**src/rtl/amc_pkg.sv**
```systemverilog
package amc_pkg;

    typedef enum logic [2:0] {
        ST_IDLE,
        ST_RD_ACC,
        ST_WR_PULSE,
        ST_WR_TAIL,
        ST_DONE,
        ST_GAP
    } amc_state_e;

    // ceiling of a / b for positive integers
    function automatic int cdiv(input int a, input int b);
        return (a + b - 1) / b;
    endfunction

    function automatic int imax(input int a, input int b);
        return (a > b) ? a : b;
    endfunction

endpackage

```
**src/rtl/amc_timer.sv**
```systemverilog
module amc_timer #(
    parameter int W = 8
) (
    input  logic         clk,
    input  logic         rst_n,
    input  logic         load,
    input  logic [W-1:0] load_val,
    output logic         zero
);
    logic [W-1:0] cnt_q;

    always_ff @(posedge clk or negedge rst_n) begin
        if (!rst_n) begin
            cnt_q <= '0;
        end else if (load) begin
            cnt_q <= load_val;
        end else if (cnt_q != '0) begin
            cnt_q <= cnt_q - 1'b1;
        end
    end

    assign zero = (cnt_q == '0);
endmodule

```
**src/rtl/amc_datapath.sv**
```systemverilog
module amc_datapath #(
    parameter int ROM_AW = 18,
    parameter int RAM_AW = 15,
    parameter int DW     = 8
) (
    input  logic              clk,
    input  logic              rst_n,
    input  logic              latch,
    input  logic              lat_rom,
    input  logic [ROM_AW-1:0] lat_addr,
    input  logic [DW-1:0]     lat_wdata,
    input  logic              cap,
    input  logic [DW-1:0]     mem_dq_i,
    output logic [ROM_AW-1:0] mem_addr,
    output logic [DW-1:0]     mem_dq_o,
    output logic [DW-1:0]     rsp_rdata
);
    logic [ROM_AW-1:0] ram_addr;

    // RAM accesses keep the unused high address pins at a fixed low level
    generate
        if (ROM_AW > RAM_AW) begin : g_pad
            assign ram_addr = {{(ROM_AW - RAM_AW){1'b0}}, lat_addr[RAM_AW-1:0]};
        end else begin : g_nopad
            assign ram_addr = lat_addr;
        end
    endgenerate

    always_ff @(posedge clk or negedge rst_n) begin
        if (!rst_n) begin
            mem_addr <= '0;
            mem_dq_o <= '0;
        end else if (latch) begin
            mem_addr <= lat_rom ? lat_addr : ram_addr;
            mem_dq_o <= lat_wdata;
        end
    end

    always_ff @(posedge clk or negedge rst_n) begin
        if (!rst_n) begin
            rsp_rdata <= '0;
        end else if (cap) begin
            rsp_rdata <= mem_dq_i;
        end
    end
endmodule

```
**src/rtl/amc_ctrl.sv**
```systemverilog
module amc_ctrl
    import amc_pkg::*;
#(
    parameter int CLK_NS     = 8,
    parameter int ROM_AW     = 18,
    parameter int RAM_AW     = 15,
    parameter int DW         = 8,
    parameter int T_RC_NS    = 500,
    parameter int T_AA_NS    = 500,
    parameter int T_OE_NS    = 250,
    parameter int T_WC_NS    = 500,
    parameter int T_WP_NS    = 375,
    parameter int T_CW_NS    = 365,
    parameter int T_AW_NS    = 375,
    parameter int T_DW_NS    = 200,
    parameter int T_TURN_NS  = 80
) (
    input  logic              clk,
    input  logic              rst_n,
    input  logic              cmd_valid,
    output logic              cmd_ready,
    input  logic              cmd_we,
    input  logic              cmd_rom,
    input  logic [ROM_AW-1:0] cmd_addr,
    input  logic [DW-1:0]     cmd_wdata,
    output logic              rsp_valid,
    output logic              rsp_err,
    output logic [DW-1:0]     rsp_rdata,
    output logic [ROM_AW-1:0] mem_addr,
    output logic              mem_rom_cs_n,
    output logic              mem_ram_cs_n,
    output logic              mem_we_n,
    output logic              mem_oe_n,
    output logic [DW-1:0]     mem_dq_o,
    output logic              mem_dq_oe,
    input  logic [DW-1:0]     mem_dq_i
);
    // phase lengths in clock cycles
    localparam int N_RD   = imax(cdiv(imax(T_AA_NS, T_RC_NS), CLK_NS), cdiv(T_OE_NS, CLK_NS));
    localparam int N_WP   = cdiv(imax(imax(T_WP_NS, T_CW_NS), imax(T_AW_NS, T_DW_NS)), CLK_NS);
    localparam int N_WT   = imax(1, cdiv(T_WC_NS, CLK_NS) - N_WP);
    localparam int N_GAP  = imax(1, cdiv(T_TURN_NS, CLK_NS));
    localparam int N_MAX  = imax(imax(N_RD, N_WP), imax(N_WT, N_GAP));
    localparam int CNT_W  = $clog2(N_MAX + 1);
    localparam logic [CNT_W-1:0] LD_RD  = CNT_W'(N_RD - 1);
    localparam logic [CNT_W-1:0] LD_WP  = CNT_W'(N_WP - 1);
    localparam logic [CNT_W-1:0] LD_WT  = CNT_W'(N_WT - 1);
    localparam logic [CNT_W-1:0] LD_GAP = CNT_W'(N_GAP - 1);

    amc_state_e       state_q, state_d;
    logic             t_load;
    logic [CNT_W-1:0] t_val;
    logic             t_zero;
    logic             accept;
    logic             op_rom_q, op_rej_q;
    logic             op_rom_d, op_rej_d;
    logic             cap;

    assign accept   = (state_q == ST_IDLE) && cmd_valid;
    assign op_rom_d = accept ? cmd_rom : op_rom_q;
    assign op_rej_d = accept ? (cmd_we && cmd_rom) : op_rej_q;
    assign cap      = (state_q == ST_RD_ACC) && t_zero;

    amc_timer #(.W(CNT_W)) u_timer (
        .clk      (clk),
        .rst_n    (rst_n),
        .load     (t_load),
        .load_val (t_val),
        .zero     (t_zero)
    );

    amc_datapath #(.ROM_AW(ROM_AW), .RAM_AW(RAM_AW), .DW(DW)) u_dp (
        .clk       (clk),
        .rst_n     (rst_n),
        .latch     (accept),
        .lat_rom   (cmd_rom),
        .lat_addr  (cmd_addr),
        .lat_wdata (cmd_wdata),
        .cap       (cap),
        .mem_dq_i  (mem_dq_i),
        .mem_addr  (mem_addr),
        .mem_dq_o  (mem_dq_o),
        .rsp_rdata (rsp_rdata)
    );

    // next state and phase counter loads
    always_comb begin
        state_d = state_q;
        t_load  = 1'b0;
        t_val   = '0;
        unique case (state_q)
            ST_IDLE: begin
                if (cmd_valid) begin
                    if (cmd_we && cmd_rom) begin
                        state_d = ST_DONE;
                    end else if (cmd_we) begin
                        state_d = ST_WR_PULSE;
                        t_load  = 1'b1;
                        t_val   = LD_WP;
                    end else begin
                        state_d = ST_RD_ACC;
                        t_load  = 1'b1;
                        t_val   = LD_RD;
                    end
                end
            end
            ST_RD_ACC: begin
                if (t_zero) state_d = ST_DONE;
            end
            ST_WR_PULSE: begin
                if (t_zero) begin
                    state_d = ST_WR_TAIL;
                    t_load  = 1'b1;
                    t_val   = LD_WT;
                end
            end
            ST_WR_TAIL: begin
                if (t_zero) state_d = ST_DONE;
            end
            ST_DONE: begin
                state_d = ST_GAP;
                t_load  = 1'b1;
                t_val   = LD_GAP;
            end
            ST_GAP: begin
                if (t_zero) state_d = ST_IDLE;
            end
            default: state_d = ST_IDLE;
        endcase
    end

    // state register
    always_ff @(posedge clk or negedge rst_n) begin
        if (!rst_n) begin
            state_q  <= ST_IDLE;
            op_rom_q <= 1'b0;
            op_rej_q <= 1'b0;
        end else begin
            state_q  <= state_d;
            op_rom_q <= op_rom_d;
            op_rej_q <= op_rej_d;
        end
    end

    // registered outputs decoded from the next state, so pins change glitch-free
    always_ff @(posedge clk or negedge rst_n) begin
        if (!rst_n) begin
            mem_rom_cs_n <= 1'b1;
            mem_ram_cs_n <= 1'b1;
            mem_we_n     <= 1'b1;
            mem_oe_n     <= 1'b1;
            mem_dq_oe    <= 1'b0;
            rsp_valid    <= 1'b0;
            rsp_err      <= 1'b0;
            cmd_ready    <= 1'b1;
        end else begin
            mem_rom_cs_n <= !((state_d == ST_RD_ACC) && op_rom_d);
            mem_ram_cs_n <= !(((state_d == ST_RD_ACC) && !op_rom_d) || (state_d == ST_WR_PULSE));
            mem_we_n     <= !(state_d == ST_WR_PULSE);
            mem_oe_n     <= !(state_d == ST_RD_ACC);
            mem_dq_oe    <= (state_d == ST_WR_PULSE) || (state_d == ST_WR_TAIL);
            rsp_valid    <= (state_d == ST_DONE);
            rsp_err      <= (state_d == ST_DONE) && op_rej_d;
            cmd_ready    <= (state_d == ST_IDLE);
        end
    end


    sel_excl_chk: assert property (@(posedge clk) disable iff (!rst_n)
        mem_rom_cs_n || mem_ram_cs_n);


    we_window_chk: assert property (@(posedge clk) disable iff (!rst_n)
        !mem_we_n |-> (mem_oe_n && !mem_ram_cs_n && mem_rom_cs_n));


    we_end_chk: assert property (@(posedge clk) disable iff (!rst_n)
        $rose(mem_we_n) |-> $rose(mem_ram_cs_n));


    drv_oe_chk: assert property (@(posedge clk) disable iff (!rst_n)
        mem_dq_oe |-> mem_oe_n);


    drv_stable_chk: assert property (@(posedge clk) disable iff (!rst_n)
        (!mem_we_n && !$past(mem_we_n)) |-> $stable(mem_dq_o));


    ram_addr_chk: assert property (@(posedge clk) disable iff (!rst_n)
        !mem_ram_cs_n |-> (mem_addr[ROM_AW-1:RAM_AW] == '0));


    gap_start_chk: assert property (@(posedge clk) disable iff (!rst_n)
        ($rose(mem_rom_cs_n) || $rose(mem_ram_cs_n)) |=> (mem_rom_cs_n && mem_ram_cs_n));


    rsp_pulse_chk: assert property (@(posedge clk) disable iff (!rst_n)
        rsp_valid |=> !rsp_valid);


    rsp_err_chk: assert property (@(posedge clk) disable iff (!rst_n)
        rsp_err |-> (rsp_valid && mem_we_n && mem_rom_cs_n && mem_ram_cs_n));

endmodule

```
**config.mk**
```make
export PLATFORM = sky130hd
export DESIGN_NAME = amc_ctrl
export DESIGN_NICKNAME = d
export VERILOG_FILES = /design/src/rtl/amc_pkg.sv /design/src/rtl/amc_timer.sv /design/src/rtl/amc_datapath.sv /design/src/rtl/amc_ctrl.sv
export SDC_FILE = /design/constraint.sdc
export NUM_CORES = 1
export LEC_CHECK = 0
export BUFFER_PORTS_ARGS = -buffer_cell sky130_fd_sc_hd__buf_2
export CAP_MARGIN = 5
export CORE_ASPECT_RATIO = 0.6
export CORE_MARGIN = 4
export CORE_UTILIZATION = 53
export DETAILED_ROUTE_END_ITERATION = 10
export HOLD_SLACK_MARGIN = 0.15
export PLACE_DENSITY = 0.84
export SYNTH_ARGS = -nofsm -noshare
export SYNTH_HDL_FRONTEND = slang
export SYNTH_SLANG_ARGS = --single-unit
export TNS_END_PERCENT = 20
```
**constraint.sdc**
```tcl
create_clock -name clk -period 4.1 [get_ports clk]
set_input_delay 0.41 -clock clk [delete_from_list [all_inputs] [get_ports clk]]
set_output_delay 0.41 -clock clk [all_outputs]
set_load 0.01 [all_outputs]
```
== After elaboration in Yosys (flattened, before gate mapping) ==
Index checks and enable logic that the tools add are counted.

* Flip-flop bits (word level): 53
* Bits in latches: 0
* RAM bits: 0
* Bits in read-only memories: 0
* Input bits: 39
* Output and inout port bits: 42
* Memories kept: 0

* Add/sub/neg operators: 1
* Multipliers: 0
* Div/mod/pow operators: 0
* $lt $le $gt $ge: 0
* Equality and inequality tests: 9
* Shifts and indexed selects: 0
* Mux-type cells: 21
* Bitwise logic cells: 0
* Reduce and logical (&&, ||, !) cells: 19

{| class="wikitable"
|+ Operators with widths
! cell !! number
|-
| $mux 6 || 4
|-
| $mux 18 || 1
|-
| $pmux 6 s3 || 1
|-
| $mux 3 || 5
|-
| $pmux 3 s5 || 1
|-
| $eq 3x2->1 const B || 4
|-
| $eq 3x3->1 const B || 3
|-
| $eq 3x1->1 const B || 2
|-
| $logic_and 1x1->1 || 6
|-
| $logic_not 3->1 || 2
|-
| $logic_not 6->1 || 1
|-
| $reduce_bool 6->1 || 1
|-
| $sub 6x1->6 const B || 1
|-
| $logic_not 1->1 || 5
|-
| $mux 1 || 5
|-
| $mux 5 || 1
|-
| $mux 4 || 1
|-
| $pmux 1 s3 || 1
|-
| $logic_or 1x1->1 || 2
|-
| $mux 2 || 1
|-
| $reduce_bool 2->1 || 1
|-
| $reduce_or 2->1 || 1
|}

== Depth between registers and ports, before layout ==
* Word-level depth: 8
* Gate-level depth with buffers: 6

== Hierarchy ==
Synthesis repeated with hierarchy kept, for this count alone.

* Cell total of the unflattened synthesis: 185
* Area, all modules: 2,347.3 um2

{| class="wikitable"
|+ By module, submodules not included
! module !! times used !! cells each !! area each (um2) !! sequential area each (um2)
|-
| amc_datapath || 1 || 78 || 1,291.2 || 850.8
|-
| amc_ctrl || 1 || 67 || 655.6 || 331.6
|-
| amc_timer || 1 || 40 || 400.4 || 150.1
|}

== Worst setup path before layout ==
Ideal clock, no wire load.

* Path kind: reg-to-reg
* Start: register u_timer.cnt_q[0]
* End: register u_dp.rsp_rdata[0]
* Library setup time: 0.125 ns
* Data arrival time: 1.511 ns
* Required time: 3.975 ns
* Path slack: 2.465 ns
* Cell stages (with the launch flop): 7
* Path buffers: 1
* Period minus slack after synthesis: 1.635 ns
* Cells stage by stage: dfrtp_1 -> inv_1 -> ha_1 -> nor2b_1 -> buf_1 -> nand3_2 -> mux2_2

* Longest elaborated chain between the ends: 2

{| class="wikitable"
|+ Ends and longest elaborated chain
! element !! line !! source
|-
| start, declared || amc_timer.sv:10 || <nowiki>logic [W-1:0] cnt_q;</nowiki>
|-
| start signal, assigned || amc_timer.sv:16 || <nowiki>cnt_q <= load_val;</nowiki>
|-
| start signal, assigned || amc_timer.sv:18 || <nowiki>cnt_q <= cnt_q - 1'b1;</nowiki>
|-
| $logic_not 6->1 || amc_timer.sv:22 || <nowiki>assign zero = (cnt_q == '0);</nowiki>
|-
| $logic_and 1x1->1 || amc_ctrl.sv:62 || <nowiki>assign cap = (state_q == ST_RD_ACC) && t_zero;</nowiki>
|-
| end signal, assigned || amc_datapath.sv:43 || <nowiki>rsp_rdata <= mem_dq_i;</nowiki>
|-
| end, declared || amc_datapath.sv:16 || <nowiki>output logic [DW-1:0] rsp_rdata</nowiki>
|}

Every way passes these cells.
A chain may end at the register's enable or synchronous reset.

== Final worst setup path ==
* Start: register state_q[2]
* End: register u_timer.cnt_q[5]

* Longest elaborated chain between the ends: 3
* Elaborated cells on any way between the ends: 7
* Classes of those cells: eq/ne (2); mux (3); reduce/logical (2)

{| class="wikitable"
|+ Ends and longest elaborated chain
! element !! line !! source
|-
| start, declared || amc_ctrl.sv:50 || <nowiki>amc_state_e state_q, state_d;</nowiki>
|-
| start signal, assigned || amc_ctrl.sv:139 || <nowiki>state_q <= state_d;</nowiki>
|-
| $eq 3x3->1 (tied with other cells) || amc_ctrl.sv:91 || <nowiki>unique case (state_q)</nowiki>
|-
| $pmux 6 s3 / $pmux 1 s3 (equally long branches) || amc_ctrl.sv:91 ||
|-
| $mux 6 / $reduce_bool 2->1 (equally long branches) || -- ||
|}

Parallel ways exist; a longest one is shown, timed or not.

==> summary.md <==
| Metric | Value |
|---|---|
| Post-cts resize count | `0` |
| Antenna violations before repair | `0` |
| Post-DP Area | `approximately 2800 sq um` |
| CP arrival | `2280 ps` |
| R2R cell count | `4` |
| Worst reg2reg startpoint | `state_q[2]` |
| CP max-delay cell | `nor4b_4` |
| I/O pin count | `81` |
| Inst Count DP | `360` |
| Avg Inst Size Synth | `10.2 sq um` |
| R2R Setup Slk | `2050 ps` |
| Slew Limit Fails | `0` |
| GRT overflow | `0` |
| Skew final | `between 10 and 15 ps` |
| Most frequent cells in the layout | `nand2_1 (82), buf_2 (80), dfrtp_1 (48)` |
| Syn. warnings | `0` |
| Worst Tran Pin Value | `703 ps` |
| NumNets Final | `348` |
| Finished Cell Area | `2860 sq um` |
| Setup CP Type | `register to register` |
| Top Family by Delay on Critical Path | `simple AND/OR/NAND/NOR gates` |
| Final WS setup | `2050 ps` |
| Met2 Use GR | `27.9%` |
| # port buffers | `80` |
| Hold/Removal Path Class | `input pin to async pin` |
| Detailed Routing Iterations Pass 1 | `4` |
| Worst-path clk slew | `90 ps` |
| Sequential fraction of the synthesis area | `between 50% and 60%` |
| FP Rows | `18` |
| Power per Cell Area | `712 nW/um^2` |
| Wirelength per Cell | `14.0 um` |
| Vias in the first global route | `1769` |
| Setup violations, final | `0` |
| Die W | `94.0 um` |
| CP bufs+invs | `1` |
| Synth cell types | `47` |
| Status | `finished clean` |
| CP Capture Type | `register` |
| CTS tree | `built` |
| Largest net degree at the start of global routing | `54` |
| Fillers | `approximately 330` |
| Fin cells | `approximately 370` |
| Worst-Skew Late Latency | `around 320 ps` |
| Worst path max stage delay | `730 ps` |
| Core box area | `about 4200 sq um` |
| Seq cells post-synth | `53` |
| Unrepaired setup endpoints after global routing | `no` |
| Leakage | `about 1.5 nW` |
| Final core occ | `between 60% and 70%` |
| DR iter-0 viols | `~130` |
| M1 GR Usage | `27.6%` |
| Met3 usage | `6.98%` |
| Routed via count | `1886` |
| Mapped cell area | `2350 sq um` |
| Num CTS Buffers | `5` |
| RePlAce Congestion | `between 0.9 and 1` |
| Post-DP HPWL | `3.87 mm` |
| Fmax | `0.488 GHz` |
| DIE AREA | `5600 sq um` |
| Fin Hold WS | `~200 ps` |
| Min cycle time layout | `approximately 2000 ps` |
| Clock root buffer | `clkbuf_8` |
| Syn Nets | `~270` |
| Antenna cells | `0` |
| Initial Util | `56.1%` |
| Design Power | `just over 2 mW` |
| Post-Route WL | `5.16 mm` |
| Slew HR | `between 50 and 60%` |
| CTS Hold Bufs | `0` |
| # DRC | `0` |
| Area grow syn2layout | `21.6%` |
| Critical Path RT | `4330 ps` |
| Total GRT Usage | `19.3%` |
| Reg-to-Reg End | `u_timer.cnt_q[5]` |
| Sink Count | `53` |
| CTS H-tree lvls | `2` |
| Detail Route Antenna Nets | `0` |
| Setup tns final | `0 ps` |
| Crit start category | `register` |
| Layout cells sized above 1 | `36.4%` |
| First-pass GRT wire length | `8.29 mm` |
| Die Y-Extent | `59.6 um` |
| CP max FO | `20` |
| Worst path cell trace | `nor4b_4 > buf_4 > nand2_1 > a22oi_1` |
| Max-Cap Viols | `0` |
| Total setup buffers inserted after CTS | `0` |
| Hold Vio Cnt, Final | `0` |
| Crit share post-route | `between 40 and 50%` |
| Post-synthesis instance total | `230` |
| Clock Path Buffers | `2` |
| Via/cell ratio | `5.13` |
| Grt peak-use layer | `met2` |
| Maximum vdd drop | `387 uV` |
| DP Worst Slack | `around 2000 ps` |
| Commonest non-fill, non-tap cell in the layout | `nand2_1` |
[where the power goes]
| group | switching (mW) | internal [mW] | total [mW] |
|---|---|---|---|
| clock | 0.171 | 0.121 | 0.292 |
| combinational | 0.442 | 0.366 | 0.809 |
| sequential | 0.163 | 0.770 | 0.934 |
[worst reg2reg max path, cell delays in order (launching register included)]
cell	delay (ps)
dfrtp_1	530
nor4b_4	730
buf_4	360
nand2_1	150
a22oi_1	200
[routing by layer]
metal | vias up | wire length, um
met1 | 878 | 2470
li1 | 927 | -
met4 | 0 | 55
met5 | - | 0
met3 | 8 | 484
met2 | 73 | 2150
[flip-flops by register name, summed over array words and instances, names as in the netlist, 3 cells and up]
signal          flops
u_dp.mem_dq_o       8
u_dp.mem_addr      18
u_timer.cnt_q       6
state_q             3
u_dp.rsp_rdata      8
[final cells by class]
class                      count  area, sq um  share of cell area (%)
clock inverter                 2         15.0                   0.526
timing repair buffer          82          415                    14.5
multi-input combinational    161          931                    32.6
clock buffer                   6         72.6                    2.54
sequential                    53         1330                    46.6
inverter                       4         15.0                   0.526
tap                           60         75.1                    2.63
[logic make-up after synthesis]
family                   after synthesis  share of synthesized area (%)
flip-flops                            53                           56.7
XOR/XNOR                               2                          0.746
AO/OA/AOI/OAI                         32                           9.85
multiplexers                           8                           3.83
adder cells (fa/ha/maj)                2                           1.06
AND/OR/NAND/NOR                      117                           24.1
buffers and inverters                 16                           3.67
[cell usage after synthesis (all sizes together)]
master   number  share of area [%]
a31o          2               0.75
a221o         1               0.43
o2111ai       1               0.37
or4b          1               0.59
a22oi         3               0.96
o21ai         2               0.59
a21boi        1               0.32
nand3         6                1.5
ha            2                1.1
nand2        82                 13
o31ai         2               0.64
nor3          5                1.3
dfrtp        48                 51
nand3b        1               0.32
inv           4               0.64
or3b          2               0.75
nor3b         2               0.85
o22a          1               0.37
dfstp         5                5.6
a21o          3               0.96
nand4b        2               0.75
o221ai        1               0.37
nor2b         3               0.80
or3           1               0.27
mux2          8                3.8
a32oi         1               0.37
o32a          2               0.85
a41o          1               0.43
buf           8                2.4
xnor2         2               0.75
o211ai        1               0.32
nor2          6                1.6
nor4b         1                1.0
a21oi        10                2.1
clkbuf        4               0.64
nand2b        4                1.1
and2          1               0.27
[worst max-delay path by stage]
stage,start,end,slack [ps],cells past startpoint
final,state_q[2],u_timer.cnt_q[5],2050,4
after global routing,state_q[2],u_timer.cnt_q[5],1810,4
after CTS,state_q[2],u_timer.cnt_q[5],2030,4
after detailed placement,state_q[2],u_timer.cnt_q[5],2040,4
after global placement,state_q[2],u_timer.cnt_q[0],2130,4
after floorplan,u_timer.cnt_q[0],u_dp.rsp_rdata[0],2460,6
(Power assumes the default switching activity.)
